<file path="src/rtl/rlev_pkg.sv">
package rlev_pkg;

  localparam int VRAM_AW = 14;

  typedef enum logic [2:0] {
    PH_IDLE,
    PH_SETUP,
    PH_STREAM,
    PH_DONE,
    PH_ERR
  } phase_t;

  typedef enum logic [1:0] {
    PS_LIT,
    PS_VAL,
    PS_CNT,
    PS_RUN
  } parse_t;

  typedef enum logic [1:0] {
    SU_IDLE,
    SU_LO,
    SU_HI
  } setup_t;

  function automatic logic [7:0] addr_lo_byte(input logic [VRAM_AW-1:0] a);
    return a[7:0];
  endfunction

  function automatic logic [7:0] addr_hi_write(input logic [VRAM_AW-1:0] a);
    return {2'b01, a[VRAM_AW-1:8]};
  endfunction

endpackage

</file>
<file path="src/rtl/rlev_setup.sv">
module rlev_setup
  import rlev_pkg::*;
(
  input  logic               clk,
  input  logic               rst_n,
  input  logic               go,
  input  logic [VRAM_AW-1:0] base,
  input  logic               ready,
  output logic               ctrl_we,
  output logic [7:0]         ctrl_byte,
  output logic               is_hi,
  output logic               fin
);

  setup_t              st;
  logic [VRAM_AW-1:0]  base_q;

  assign ctrl_we   = (st != SU_IDLE);
  assign is_hi     = (st == SU_HI);
  assign ctrl_byte = is_hi ? addr_hi_write(base_q) : addr_lo_byte(base_q);
  assign fin       = is_hi && ready;

  always_ff @(posedge clk or negedge rst_n) begin
    if (!rst_n) begin
      st     <= SU_IDLE;
      base_q <= '0;
    end else begin
      case (st)
        SU_IDLE: if (go) begin
          base_q <= base;
          st     <= SU_LO;
        end
        SU_LO:   if (ready) st <= SU_HI;
        SU_HI:   if (ready) st <= SU_IDLE;
        default: st <= SU_IDLE;
      endcase
    end
  end

  // the high address byte always follows an accepted low byte
  a_r2_hi_follows_lo: assert property (@(posedge clk) disable iff (!rst_n)
    (st == SU_LO && ready) |=> (st == SU_HI));

  // a control byte held by the processor side keeps its value
  a_r5_ctrl_hold: assert property (@(posedge clk) disable iff (!rst_n)
    (ctrl_we && !ready) |=> (ctrl_we && $stable(ctrl_byte)));

endmodule

</file>
<file path="src/rtl/rlev_parse.sv">
module rlev_parse
  import rlev_pkg::*;
#(
  parameter logic [7:0] ESC = 8'hFF
) (
  input  logic       clk,
  input  logic       rst_n,
  input  logic       flush,
  input  logic       en,
  input  logic [7:0] in_data,
  input  logic       in_valid,
  output logic       in_ready,
  output logic [7:0] out_data,
  output logic       out_valid,
  input  logic       out_ready,
  output logic       run_active,
  output logic       zero_cnt
);

  parse_t     ps;
  logic [7:0] run_val;
  logic [7:0] run_left;
  logic       take;
  logic       is_esc;

  assign is_esc     = (in_data == ESC);
  assign run_active = (ps == PS_RUN);

  always_comb begin
    in_ready  = 1'b0;
    out_valid = 1'b0;
    out_data  = in_data;
    case (ps)
      PS_LIT: begin
        out_valid = en && in_valid && !is_esc;
        in_ready  = en && (is_esc || out_ready);
      end
      PS_VAL, PS_CNT: in_ready = en;
      PS_RUN: begin
        out_valid = en;
        out_data  = run_val;
      end
      default: ;
    endcase
  end

  assign take     = in_valid && in_ready;
  assign zero_cnt = (ps == PS_CNT) && take && (in_data == 8'd0);

  always_ff @(posedge clk or negedge rst_n) begin
    if (!rst_n) begin
      ps       <= PS_LIT;
      run_val  <= '0;
      run_left <= '0;
    end else if (flush) begin
      ps <= PS_LIT;
    end else begin
      case (ps)
        PS_LIT: if (take && is_esc) ps <= PS_VAL;
        PS_VAL: if (take) begin
          run_val <= in_data;
          ps      <= PS_CNT;
        end
        PS_CNT: if (take) begin
          run_left <= in_data;
          ps       <= (in_data == 8'd0) ? PS_LIT : PS_RUN;
        end
        PS_RUN: if (en && out_ready) begin
          run_left <= run_left - 8'd1;
          if (run_left == 8'd1) ps <= PS_LIT;
        end
        default: ps <= PS_LIT;
      endcase
    end
  end

  // a stalled run byte stays presented with the same value
  a_r5_run_hold: assert property (@(posedge clk) disable iff (!rst_n)
    (run_active && out_valid && !out_ready && !flush) |=> (out_valid && $stable(out_data)));

  // an active run never has a zero remaining count
  a_r4_run_nonzero: assert property (@(posedge clk) disable iff (!rst_n)
    run_active |-> (run_left != 8'd0));

  // the escape value itself is never sent out as a literal
  a_r3_no_esc_literal: assert property (@(posedge clk) disable iff (!rst_n)
    (out_valid && !run_active) |-> (out_data != ESC));

endmodule

</file>
<file path="src/rtl/rlev_count.sv">
module rlev_count #(
  parameter int LIMIT = 6144,
  localparam int CW   = $clog2(LIMIT + 1)
) (
  input  logic          clk,
  input  logic          rst_n,
  input  logic          clr,
  input  logic          fire,
  output logic [CW-1:0] cnt,
  output logic          last
);

  assign last = fire && (cnt == CW'(LIMIT - 1));

  always_ff @(posedge clk or negedge rst_n) begin
    if (!rst_n)    cnt <= '0;
    else if (clr)  cnt <= '0;
    else if (fire) cnt <= cnt + CW'(1);
  end

  // the plane counter never passes the plane size
  a_r6_cnt_bound: assert property (@(posedge clk) disable iff (!rst_n)
    cnt <= CW'(LIMIT));

endmodule

</file>
<file path="src/rtl/rle_vdp_writer.sv">
module rle_vdp_writer
  import rlev_pkg::*;
#(
  parameter int                 PLANE_BYTES = 6144,
  parameter logic [VRAM_AW-1:0] BMP_BASE    = 14'h0000,
  parameter logic [VRAM_AW-1:0] COL_BASE    = 14'h2000,
  parameter logic [7:0]         ESC_BYTE    = 8'hFF
) (
  input  logic       clk,
  input  logic       rst_n,
  input  logic       start,
  input  logic       plane_sel,
  input  logic [7:0] in_data,
  input  logic       in_valid,
  output logic       in_ready,
  output logic [7:0] vdp_data,
  output logic       vdp_ctrl_we,
  output logic       vdp_data_we,
  input  logic       vdp_ready,
  output logic       busy,
  output logic       done,
  output logic       err
);

  localparam int CW = $clog2(PLANE_BYTES + 1);

  phase_t             phase;
  logic               start_ok;
  logic [VRAM_AW-1:0] sel_base;
  logic               su_we, su_hi, su_fin;
  logic [7:0]         su_byte;
  logic               pr_en, pr_in_ready, pr_valid, pr_run, zero_cnt;
  logic [7:0]         pr_byte;
  logic               wr_fire, cnt_last;
  logic [CW-1:0]      out_cnt;

  assign busy     = (phase == PH_SETUP) || (phase == PH_STREAM);
  assign done     = (phase == PH_DONE);
  assign err      = (phase == PH_ERR);
  assign start_ok = start && !busy;
  assign sel_base = plane_sel ? COL_BASE : BMP_BASE;
  assign pr_en    = (phase == PH_STREAM);

  rlev_setup u_setup (
    .clk      (clk),
    .rst_n    (rst_n),
    .go       (start_ok),
    .base     (sel_base),
    .ready    (vdp_ready),
    .ctrl_we  (su_we),
    .ctrl_byte(su_byte),
    .is_hi    (su_hi),
    .fin      (su_fin)
  );

  rlev_parse #(.ESC(ESC_BYTE)) u_parse (
    .clk       (clk),
    .rst_n     (rst_n),
    .flush     (start_ok),
    .en        (pr_en),
    .in_data   (in_data),
    .in_valid  (in_valid),
    .in_ready  (pr_in_ready),
    .out_data  (pr_byte),
    .out_valid (pr_valid),
    .out_ready (vdp_ready),
    .run_active(pr_run),
    .zero_cnt  (zero_cnt)
  );

  assign vdp_ctrl_we = su_we;
  assign vdp_data_we = pr_valid;
  assign vdp_data    = su_we ? su_byte : pr_byte;
  assign in_ready    = done || pr_in_ready;
  assign wr_fire     = vdp_data_we && vdp_ready;

  rlev_count #(.LIMIT(PLANE_BYTES)) u_count (
    .clk  (clk),
    .rst_n(rst_n),
    .clr  (start_ok),
    .fire (wr_fire),
    .cnt  (out_cnt),
    .last (cnt_last)
  );

  always_ff @(posedge clk or negedge rst_n) begin
    if (!rst_n) begin
      phase <= PH_IDLE;
    end else begin
      case (phase)
        PH_IDLE, PH_DONE, PH_ERR: if (start_ok) phase <= PH_SETUP;
        PH_SETUP:  if (su_fin) phase <= PH_STREAM;
        PH_STREAM: begin
          if (cnt_last)      phase <= PH_DONE;
          else if (zero_cnt) phase <= PH_ERR;
        end
        default: phase <= PH_IDLE;
      endcase
    end
  end

  // the two port strobes never overlap
  a_r10_strobe_excl: assert property (@(posedge clk) disable iff (!rst_n)
    !(vdp_ctrl_we && vdp_data_we));

  // data writes only once setup has finished
  a_r10_data_after_setup: assert property (@(posedge clk) disable iff (!rst_n)
    vdp_data_we |-> (phase == PH_STREAM));

  // the high setup byte selects write mode
  a_r2_write_flag: assert property (@(posedge clk) disable iff (!rst_n)
    (vdp_ctrl_we && su_hi) |-> (vdp_data[6] && !vdp_data[7]));

  // done follows the final plane write
  a_r6_done_after_last: assert property (@(posedge clk) disable iff (!rst_n)
    cnt_last |=> done);

  // nothing is written while done
  a_r7_quiet_done: assert property (@(posedge clk) disable iff (!rst_n)
    done |-> (!vdp_data_we && !vdp_ctrl_we && in_ready));

  // zero count leads to error with no output and no intake
  a_r8_zero_err: assert property (@(posedge clk) disable iff (!rst_n)
    zero_cnt |=> (err && !vdp_data_we && !in_ready));

  // a start during the stream does not restart setup
  a_r9_busy_start: assert property (@(posedge clk) disable iff (!rst_n)
    (phase == PH_STREAM && start && !cnt_last && !zero_cnt) |=> (phase == PH_STREAM));

  // a stalled run byte keeps its strobe
  a_r5_run_strobe: assert property (@(posedge clk) disable iff (!rst_n)
    (pr_run && vdp_data_we && !vdp_ready) |=> vdp_data_we);

endmodule

</file>
<file path="config.mk">
export PLATFORM = sky130hd
export DESIGN_NAME = rle_vdp_writer
export DESIGN_NICKNAME = d
export VERILOG_FILES = /design/src/rtl/rlev_pkg.sv /design/src/rtl/rlev_setup.sv /design/src/rtl/rlev_parse.sv /design/src/rtl/rlev_count.sv /design/src/rtl/rle_vdp_writer.sv
export SDC_FILE = /design/constraint.sdc
export NUM_CORES = 1
export LEC_CHECK = 0
export ABC_AREA = 1
export ABC_CLOCK_PERIOD_IN_PS = 5100
export BUFFER_PORTS_ARGS = -buffer_cell sky130_fd_sc_hd__buf_2
export CAP_MARGIN = 15
export CORE_ASPECT_RATIO = 0.9
export CORE_MARGIN = 2
export CORE_UTILIZATION = 63
export CTS_CLUSTER_DIAMETER = 40
export DETAILED_ROUTE_END_ITERATION = 6
export HOLD_SLACK_MARGIN = 0.05
export PLACE_DENSITY = 0.95
export RECOVER_POWER = 100
export SLEW_MARGIN = 20
export SYNTH_ARGS = -nofsm -noshare
export SYNTH_HDL_FRONTEND = slang
export SYNTH_SLANG_ARGS = --single-unit
</file>
<file path="constraint.sdc">
create_clock -name clk -period 5.1 [get_ports clk]
set_input_delay 0 -clock clk [delete_from_list [all_inputs] [get_ports clk]]
set_output_delay 0 -clock clk [all_outputs]
set_load 0.005 [all_outputs]
</file>
[Word level (Yosys, flattened, before mapping)]
Index checks and enable logic that the tools add are counted.
Storage, ports and cells
  register bits: 50
  logic and storage cells: 95
Cells by class
  add/sub/neg operators: 2
  equal/unequal tests: 25
  muxes and demuxes: 28
  bitwise operators: 1
  reductions and logical operators: 32
Operators with widths (count)
  $mux 8: 5
  $mux 13: 2
  $mux 2: 10
  $pmux 8 s2: 1
  $ne 3x2->1 const B: 5
  $mux 14: 1
  $add 13x1->13 const B: 1
  $eq 13x13->1 const B: 1
  $logic_and 1x1->1: 12
  $mux 3: 4
  $ne 2x2->1 const B: 5
  $pmux 3 s3: 1
  $reduce_and 3->1: 3
  $eq 8x1->1 const B: 1
  $eq 8x8->1 const B: 1
  $logic_not 8->1: 1
  $pmux 2 s4: 1
  $sub 8x1->8 const B: 1
  $eq 2x2->1 const B: 3
  $eq 3x2->1 const B: 2
  $pmux 2 s3: 1
  $reduce_bool 2->1: 3
  $reduce_and 5->1: 1
  $eq 2x1->1 const B: 2
  14 further kinds: 20

[Depth between registers and ports, before layout]
Gate-level depths: netlist of run 1.
  depth in word-level cells: 10
  gate-level depth with buffers: 13
  mapped depth without buffers: 12

[By module]
From an unflattened synthesis of run 1, not the netlist that was laid out.
Unflattened totals
  cell total of the unflattened synthesis: 432
  area, all modules: 3203.1 um^2
By module, submodules not included
  rlev_parse: instances 1, cells each 187, area each 1340.0 um^2
  rlev_setup: instances 1, cells each 95, area each 755.7 um^2
  rlev_count: instances 1, cells each 96, area each 740.7 um^2
  rle_vdp_writer: instances 1, cells each 54, area each 366.6 um^2

[Worst setup path after synthesis of run 1]
No wires, ideal clock.
  path kind: register to register
  from: register u_parse.ps[1]
  to: register u_count.cnt[11]
  arrival time: 1.522 ns
  required time: 4.976 ns
  setup slack: 3.454 ns
  stages on the path, launching flop included: 9
  period minus slack after synthesis: 1.646 ns
  path through: dfrtp_1 > inv_1 > ha_1 > nor2_1 > nand3_1 > buf_2 > nor2_1 > xor2_1 > nor2_1
On the way
  longest elaborated chain between the ends: 4
Ends and longest elaborated chain
  start, declared: line rlev_parse.sv:20  | parse_t ps;
  start signal, assigned: line rlev_parse.sv:66  | ps <= (in_data == 8'd0) ? PS_LIT : PS_RUN;
  $eq 2x2->1 or $logic_not 2->1 (tied branches)
  $pmux 1 s2 (*): line rlev_parse.sv:33  | case (ps)
  $logic_and 1x1->1 (*): line rle_vdp_writer.sv:75  | assign wr_fire = vdp_data_we && vdp_ready;
  $reduce_bool 2->1 (no line) (*)
  end signal, assigned: line rlev_count.sv:18  | else if (fire) cnt <= cnt + CW'(1);
  end, declared: line rlev_count.sv:9  | output logic [CW-1:0] cnt,
Mark *: on every way between the ends. The rest lies on a longest branch, timed or not.
A chain may end at the register's enable or synchronous reset.

[Final worst setup path of run 1]
  from: register u_parse.ps[1]
  to: register u_count.cnt[6]
The elaborated chain is that of the path after synthesis.

==> results.yml, run 1 <==
clocking:
  ctsRootBufferMaster: "clkbuf_8"
  clock_sinks: 37
  cts_setup_buffers: 0
  clk_latency_ns: 0.29
  cts_max_level: 2
  path_clk_slew_ns: 0.07
  cts_max_path_buffers: 2
  cts_tree: "built"
  cts-buffers-inserted: 5
global_route:
  antenna_found_initial: 0
  grt.overflow.total: 0
  grt_first_pass_wirelength_mm: 10.4
  first_global_vias: 2310
  gr-usage-all-layers: 0.323
  grt_max_degree: 38
floorplanning:
  core_um2: 3680
  rows: 21
  dieArea_um2: 4280
  pin_count: 28
  die_h_um: 62.3
  die_w_um: 68.8
  start_util: 0.646
placed_design:
  port_buffers: 27
  dp_hpwl_mm: 4.12
  dpl-instance-area_um2: 2540
  place_ws_ns: 2.67
  gp_congestion: 0.964
final_layout:
  final_util: 0.740
  final_area_um2: 2720
  final_layout_size_suffix_gt1_frac: 0.0997
  antennaDiodeCount: 0
  area_delta_synth_final_pct: 14.5
  fin_nets: 393
sta:
  setup_slack_ns: 2.57
  min_period_ns: 2.53
  setup_tns_ns: 0
  setup_viol: 0
  fmax_mhz: 395
  period_share: 0.497
  slew_headroom: -0.273
  maxSlewViolCount: 38
  hold_viol_final: 0
  rsz0062_at_grt: "no"
  fin_worst_skew_ns: 0.00167
  worstMarginPinSlew_ns: 1.91
synth:
  async_flop_share: 1.00
  ys.flop_type: "dfrtp_1"
  synth-seq-area-share: 0.389
  synth_edf_count: 0
  synth.distinct_cells: 34
  synth.cell_area_um2: 2380
  syn_nets: 354
  synth.top_cell.area_share: 0.389
  syn_area_per_cell_um2: 7.18
  ys_seq_elements: 37
  netlist_instances: 331
  yosysTopAreaCell: "dfrtp_1"
  ys_warn_count: 0
  synth.area.top_cells: "dfrtp_1 (39%), nand2_1 (14%), inv_1 (6.8%), nor2_1 (5.5%), ha_1 (4.7%)"
pwr:
  power_density_nw_per_um2: 398
  peakVddDrop_mv: 0.272
  p_leak_nw: 1.35
  total_power_mw: 1.08
hold_path:
  worstHoldPathType: "in2reg"
drt:
  vias: 2278
  drt-wirelength-per-cell_um: 14.2
  drt_iter0_drc: 182
  dr.pass1.iters: 4
  viasPerCell: 5.46
  wl_mm: 5.92
  drc_errors: 0
  ant_nets: 0
status:
  violations: "max-capacitance violations, max-slew violations"
  outcome: "finished with violations"
setup_path:
  worst_ep_arrival_time_ns: 2.72
  start_kind: "flip-flop"
  crit_fanout: 15
  worstSetupPathType: "reg2reg"
  worstSetupEndpointType: "flip-flop"
  cp_data_required_time_ns: 5.28
run:
  drv_cap: 1
-- synthesized netlist by cell type (2+ instances only) --
cell      number
o21ai_2        3
xor2_1         9
nor3_1         8
clkbuf_1       2
inv_1         43
inv_2          4
ha_1           9
nand4_1        8
a21oi_1       14
nand2_1       86
nand3_1       18
buf_2          3
nor2_1        35
nand2_2        4
o21ai_0       18
o21ai_1       13
dfrtp_1       37
-- path summary, 6_finish.rpt --
kind                                    start                   to  slack [ns]  cells past startpoint
setup / recovery                u_parse.ps[1]       u_count.cnt[6]        2.57                      8
hold / removal                       in_valid             phase[2]        0.16                      5
setup reg to reg                u_parse.ps[1]       u_count.cnt[6]        2.57                      8
hold reg to reg            u_parse.run_val[4]   u_parse.run_val[4]        0.49                      2
max in group asynchronous               rst_n   u_parse.run_val[7]        3.23                      2
min in group asynchronous               rst_n  u_parse.run_left[2]        0.76                      2
-- cells by family (layout without fill, tap and decap cells) --
group	after synthesis	after routing	synth area share
AO/OA/AOI/OAI	54	54	0.129
XOR/XNOR	9	9	0.0332
adder cells (fa/ha/maj)	9	9	0.0474
buffers and inverters	55	95	0.0921
flip-flops	37	37	0.389
multiplexers	1	1	0.00474
AND/OR/NAND/NOR	166	166	0.304
-- stage by stage --
stage / hold slack, ns / instances
final: 0.161 / 417
after global placement: 0.128 / 398
after detailed placement: 0.143 / 398
after CTS: 0.124 / 417
after floorplan: -0.296 / 331
after global routing: 0.207 / 417
-- repair_timing --
action                     4_1_cts  5_1_grt
setup endpoints to repair        0        0
hold endpoints to repair        48        0
resized for setup                0        0
hold buffers                    11        0
-- layout make-up --
class | instances | area [µm²]
repair buffers | 38 | 235
clock inverters | 3 | 65.1
clock buffers | 5 | 68.8
multi-input cells | 239 | 1180
flip-flops and latches | 37 | 926
fillers | 285 | 957
well taps | 46 | 57.6
inverters | 49 | 185
-- sequential cells by signal, indices dropped and copies added, names as in the netlist --
signal	count
phase	3
u_setup.st	2
u_parse.ps	2
u_setup.base_q	1
u_count.cnt	13
u_parse.run_val	8
u_parse.run_left	8
-- worst max-delay path: stages, from the launching register on --
cell	delay, ns
dfrtp_1	0.45
ha_1	0.51
inv_1	0.34
nand2_1	0.18
nand3_1	0.37
nor2_1	0.34
nand3_1	0.10
nand2_1	0.07
nor2_1	0.05
-- cell usage in the layout, fill, tap and decap left out --
cell type,n
ha_1,9
nand2_2,2
a21boi_0,1
clkbuf_8,5
or2_2,1
inv_1,43
a22o_1,1
dfrtp_1,37
clkinvlp_2,1
o31ai_1,1
clkinv_2,1
o21ai_0,31
nand3_2,1
mux2_2,1
nand2_1,88
clkbuf_2,2
nor3b_1,1
o21ai_1,3
clkbuf_1,8
buf_2,17
clkinv_1,1
xor2_1,9
a21oi_1,15
o21bai_1,1
a22oi_1,1
nor2_1,37
nand3_1,18
nand4_1,9
dlygate4sd3_1,11
nor3_1,9
bufinv_16,2
inv_2,4
-- power by group --
group | total [mW] | internal, mW | switching (mW)
Sequential | 0.419 | 0.360 | 0.0593
Clock | 0.298 | 0.194 | 0.104
Combinational | 0.365 | 0.130 | 0.235
Total | 1.08 | 0.684 | 0.398
-- metal layers --
layer / track usage / up-vias / routed length, µm
li1: - / 1138 / -
met1: 0.437 / 1052 / 2480
met2: 0.486 / 73 / 2880
met3: 0.0797 / 15 / 419
met4: 0.142 / 0 / 140
met5: 0 / - / 0
Power figures use the tool's default switching activity.
==> run 2, diff against run 1 <==
Settings changed: ABC_CLOCK_PERIOD_IN_PS 5100 to 2400, CORE_UTILIZATION 63 to 58, PLACE_DENSITY 0.95 to 0.89.
Clock period 5.1 ns to 2.4 ns, I/O delays scaled along.
==> run 2 against run 1 <==
Against the previous run: the flow now finishes without violations; clock skew increased by 0.0097 ns; combinational power increased by 120%; critical path depth decreased by 1; core utilization decreased by 6.4 points; die area increased by 8.1%; non-clock buffer count increased by 1; routed wire length decreased by 2.5%; largest cell class unchanged; highest routed layer unchanged.
==> results.yml, run 2 (same netlist as run 1, synthesis figures left out) <==
placed_design:
  port_buffers: 27
  gp_congestion: 0.900
  dp_hpwl_mm: 3.98
sta:
  setup_viol: 0
  period_share: 0.845
  fin_worst_skew_ns: 0.0114
  worstMarginPinSlew_ns: 0.911
  min_period_ns: 2.03
  setup_tns_ns: 0
  slew_headroom: 0.393
  maxSlewViolCount: 0
  fmax_mhz: 493
  hold_viol_final: 0
  rsz0062_at_grt: "no"
run:
  drv_cap: 0
clocking:
  ctsRootBufferMaster: "clkbuf_8"
  cts_max_path_buffers: 2
  cts_max_level: 2
  clock_sinks: 37
  cts_tree: "built"
  path_clk_slew_ns: 0.07
  cts-buffers-inserted: 5
  clk_latency_ns: 0.29
drt:
  viasPerCell: 5.50
  ant_nets: 0
  drt_iter0_drc: 200
  vias: 2305
  drt-wirelength-per-cell_um: 13.8
  wl_mm: 5.77
  drc_errors: 0
  dr.pass1.iters: 5
final_layout:
  top_register: "u_count.cnt"
  fillerInstances: 328
  final_layout_size_suffix_gt1_frac: 0.111
  layout_common_cells: "nand2_1 (89), inv_1 (43), dfrtp_1 (37)"
  fin_nets: 394
  antennaDiodeCount: 0
  multi_input_area_um2: 1210
  largest_reg_flops: 13
  area_delta_synth_final_pct: 14.2
  regArea_um2: 926
  top_regs: "u_count.cnt (13), u_parse.run_left (8), u_parse.run_val (8)"
  final_common_cell: "nand2_1"
status:
  outcome: "completed"
floorplanning:
  die_w_um: 71.5
  rows: 22
  start_util: 0.592
  pin_count: 28
  core_um2: 4020
  die_h_um: 64.7
  dieArea_um2: 4630
setup_path:
  worstPathCellList: "nor3_1 -> clkinv_1 -> nand2_1 -> nor2_4 -> inv_2 -> nand4_2 -> o21ai_0"
  cp_slowest_cell: "dfrtp_1"
  crit_fanout: 16
  cp.depth: 7
  start_kind: "flip-flop"
  worstSetupStartpoint: "phase[1]"
  endpoint: "u_parse.run_val[6]"
  rr_endpoint: "u_parse.run_val[6]"
  cp_data_required_time_ns: 2.59
  r2r_slack_ns: 0.37
  crit_family: "simple AND/OR/NAND/NOR gates"
  worstSetupPathType: "reg2reg"
  worst_ep_arrival_time_ns: 2.21
  cp_num_buf_inv: 2
  reg2regPathDepth: 7
  worstSetupEndpointType: "flip-flop"
  slowest_delay_ns: 0.44
  r2r_start: "phase[1]"
global_route:
  first_global_vias: 2155
  grt.overflow.total: 0
  antenna_found_initial: 0
  grt_first_pass_wirelength_mm: 9.87
  gr-usage-all-layers: 0.272
  grt_max_degree: 38
pwr:
  p_leak_nw: 1.35
  total_power_mw: 2.11
  peakVddDrop_mv: 0.487
  power_density_nw_per_um2: 776
hold_path:
  worstHoldPathType: "in2reg"
-- run 2: changes by cell type in the layout (fill, tap and decap cells not counted), sizes merged --
| cell | previous run | this run |
|---|---|---|
| buf | 17 | 18 |
| bufinv | 2 | 0 |
| clkbuf | 15 | 17 |
| clkinv | 2 | 3 |
| clkinvlp | 1 | 0 |
| inv | 47 | 46 |
-- run 2: metrics by stage --
step | cells | instance area, µm² | setup slack (ns) | utilization | hold WS, ns
final | 419 | 2720 | 0.372 | 0.676 | 0.124
after global routing | 419 | 2720 | 0.149 | 0.676 | 0.136
after CTS | 419 | 2740 | 0.292 | 0.682 | 0.119
after detailed placement | 401 | 2550 | 0.340 | 0.634 | 0.153
after global placement | 401 | 2550 | 0.433 | 0.634 | 0.141
after floorplan | 331 | 2380 | 0.754 | - | -0.296
-- run 2: report_power, final --
group | leakage (nW) | internal, mW | switching, mW | total, mW
combinational | 0.813 | 0.285 | 0.503 | 0.788
sequential | 0.490 | 0.765 | 0.115 | 0.880
clock | 0.0443 | 0.228 | 0.212 | 0.440
total | 1.35 | 1.28 | 0.830 | 2.11
-- run 2: worst min path at each step --
stage | start | end | slack [ns] | depth (start not counted)
after floorplan | rst_n | phase[0] | -0.30 | 0
after global placement | rst_n | u_parse.run_val[1] | 0.14 | 1
after detailed placement | rst_n | u_parse.run_val[1] | 0.15 | 1
after CTS | start | u_count.cnt[0] | 0.12 | 4
after global routing | start | u_count.cnt[0] | 0.14 | 4
final | start | u_count.cnt[0] | 0.12 | 4
-- run 2: layout make-up --
class / instances / area share
multi-input combinational: 239 / 0.446
sequential: 37 / 0.341
timing repair buffer: 39 / 0.0908
inverter: 49 / 0.0682
clock buffer: 7 / 0.0318
tap: 48 / 0.0221
-- run 2: what timing repair did --
action	4_1_cts	5_1_grt
setup endpoints to repair	0	2
hold endpoints to repair	48	0
buffers inserted	0	0
resized for setup	0	1
hold buffers	11	0
-- run 2: tightest hold or removal path, cell delays in order --
cell	delay, ns
buf_2	0.11
inv_1	0.08
nor2_4	0.08
nor2_1	0.10
-- run 2: layer usage --
layer	vias to the layer above	GRT usage	wire length (µm)
li1	1133	-	-
met1	1065	0.368	2640
met2	97	0.440	2690
met3	10	0.0513	356
met4	0	0.0943	89
met5	-	0	0
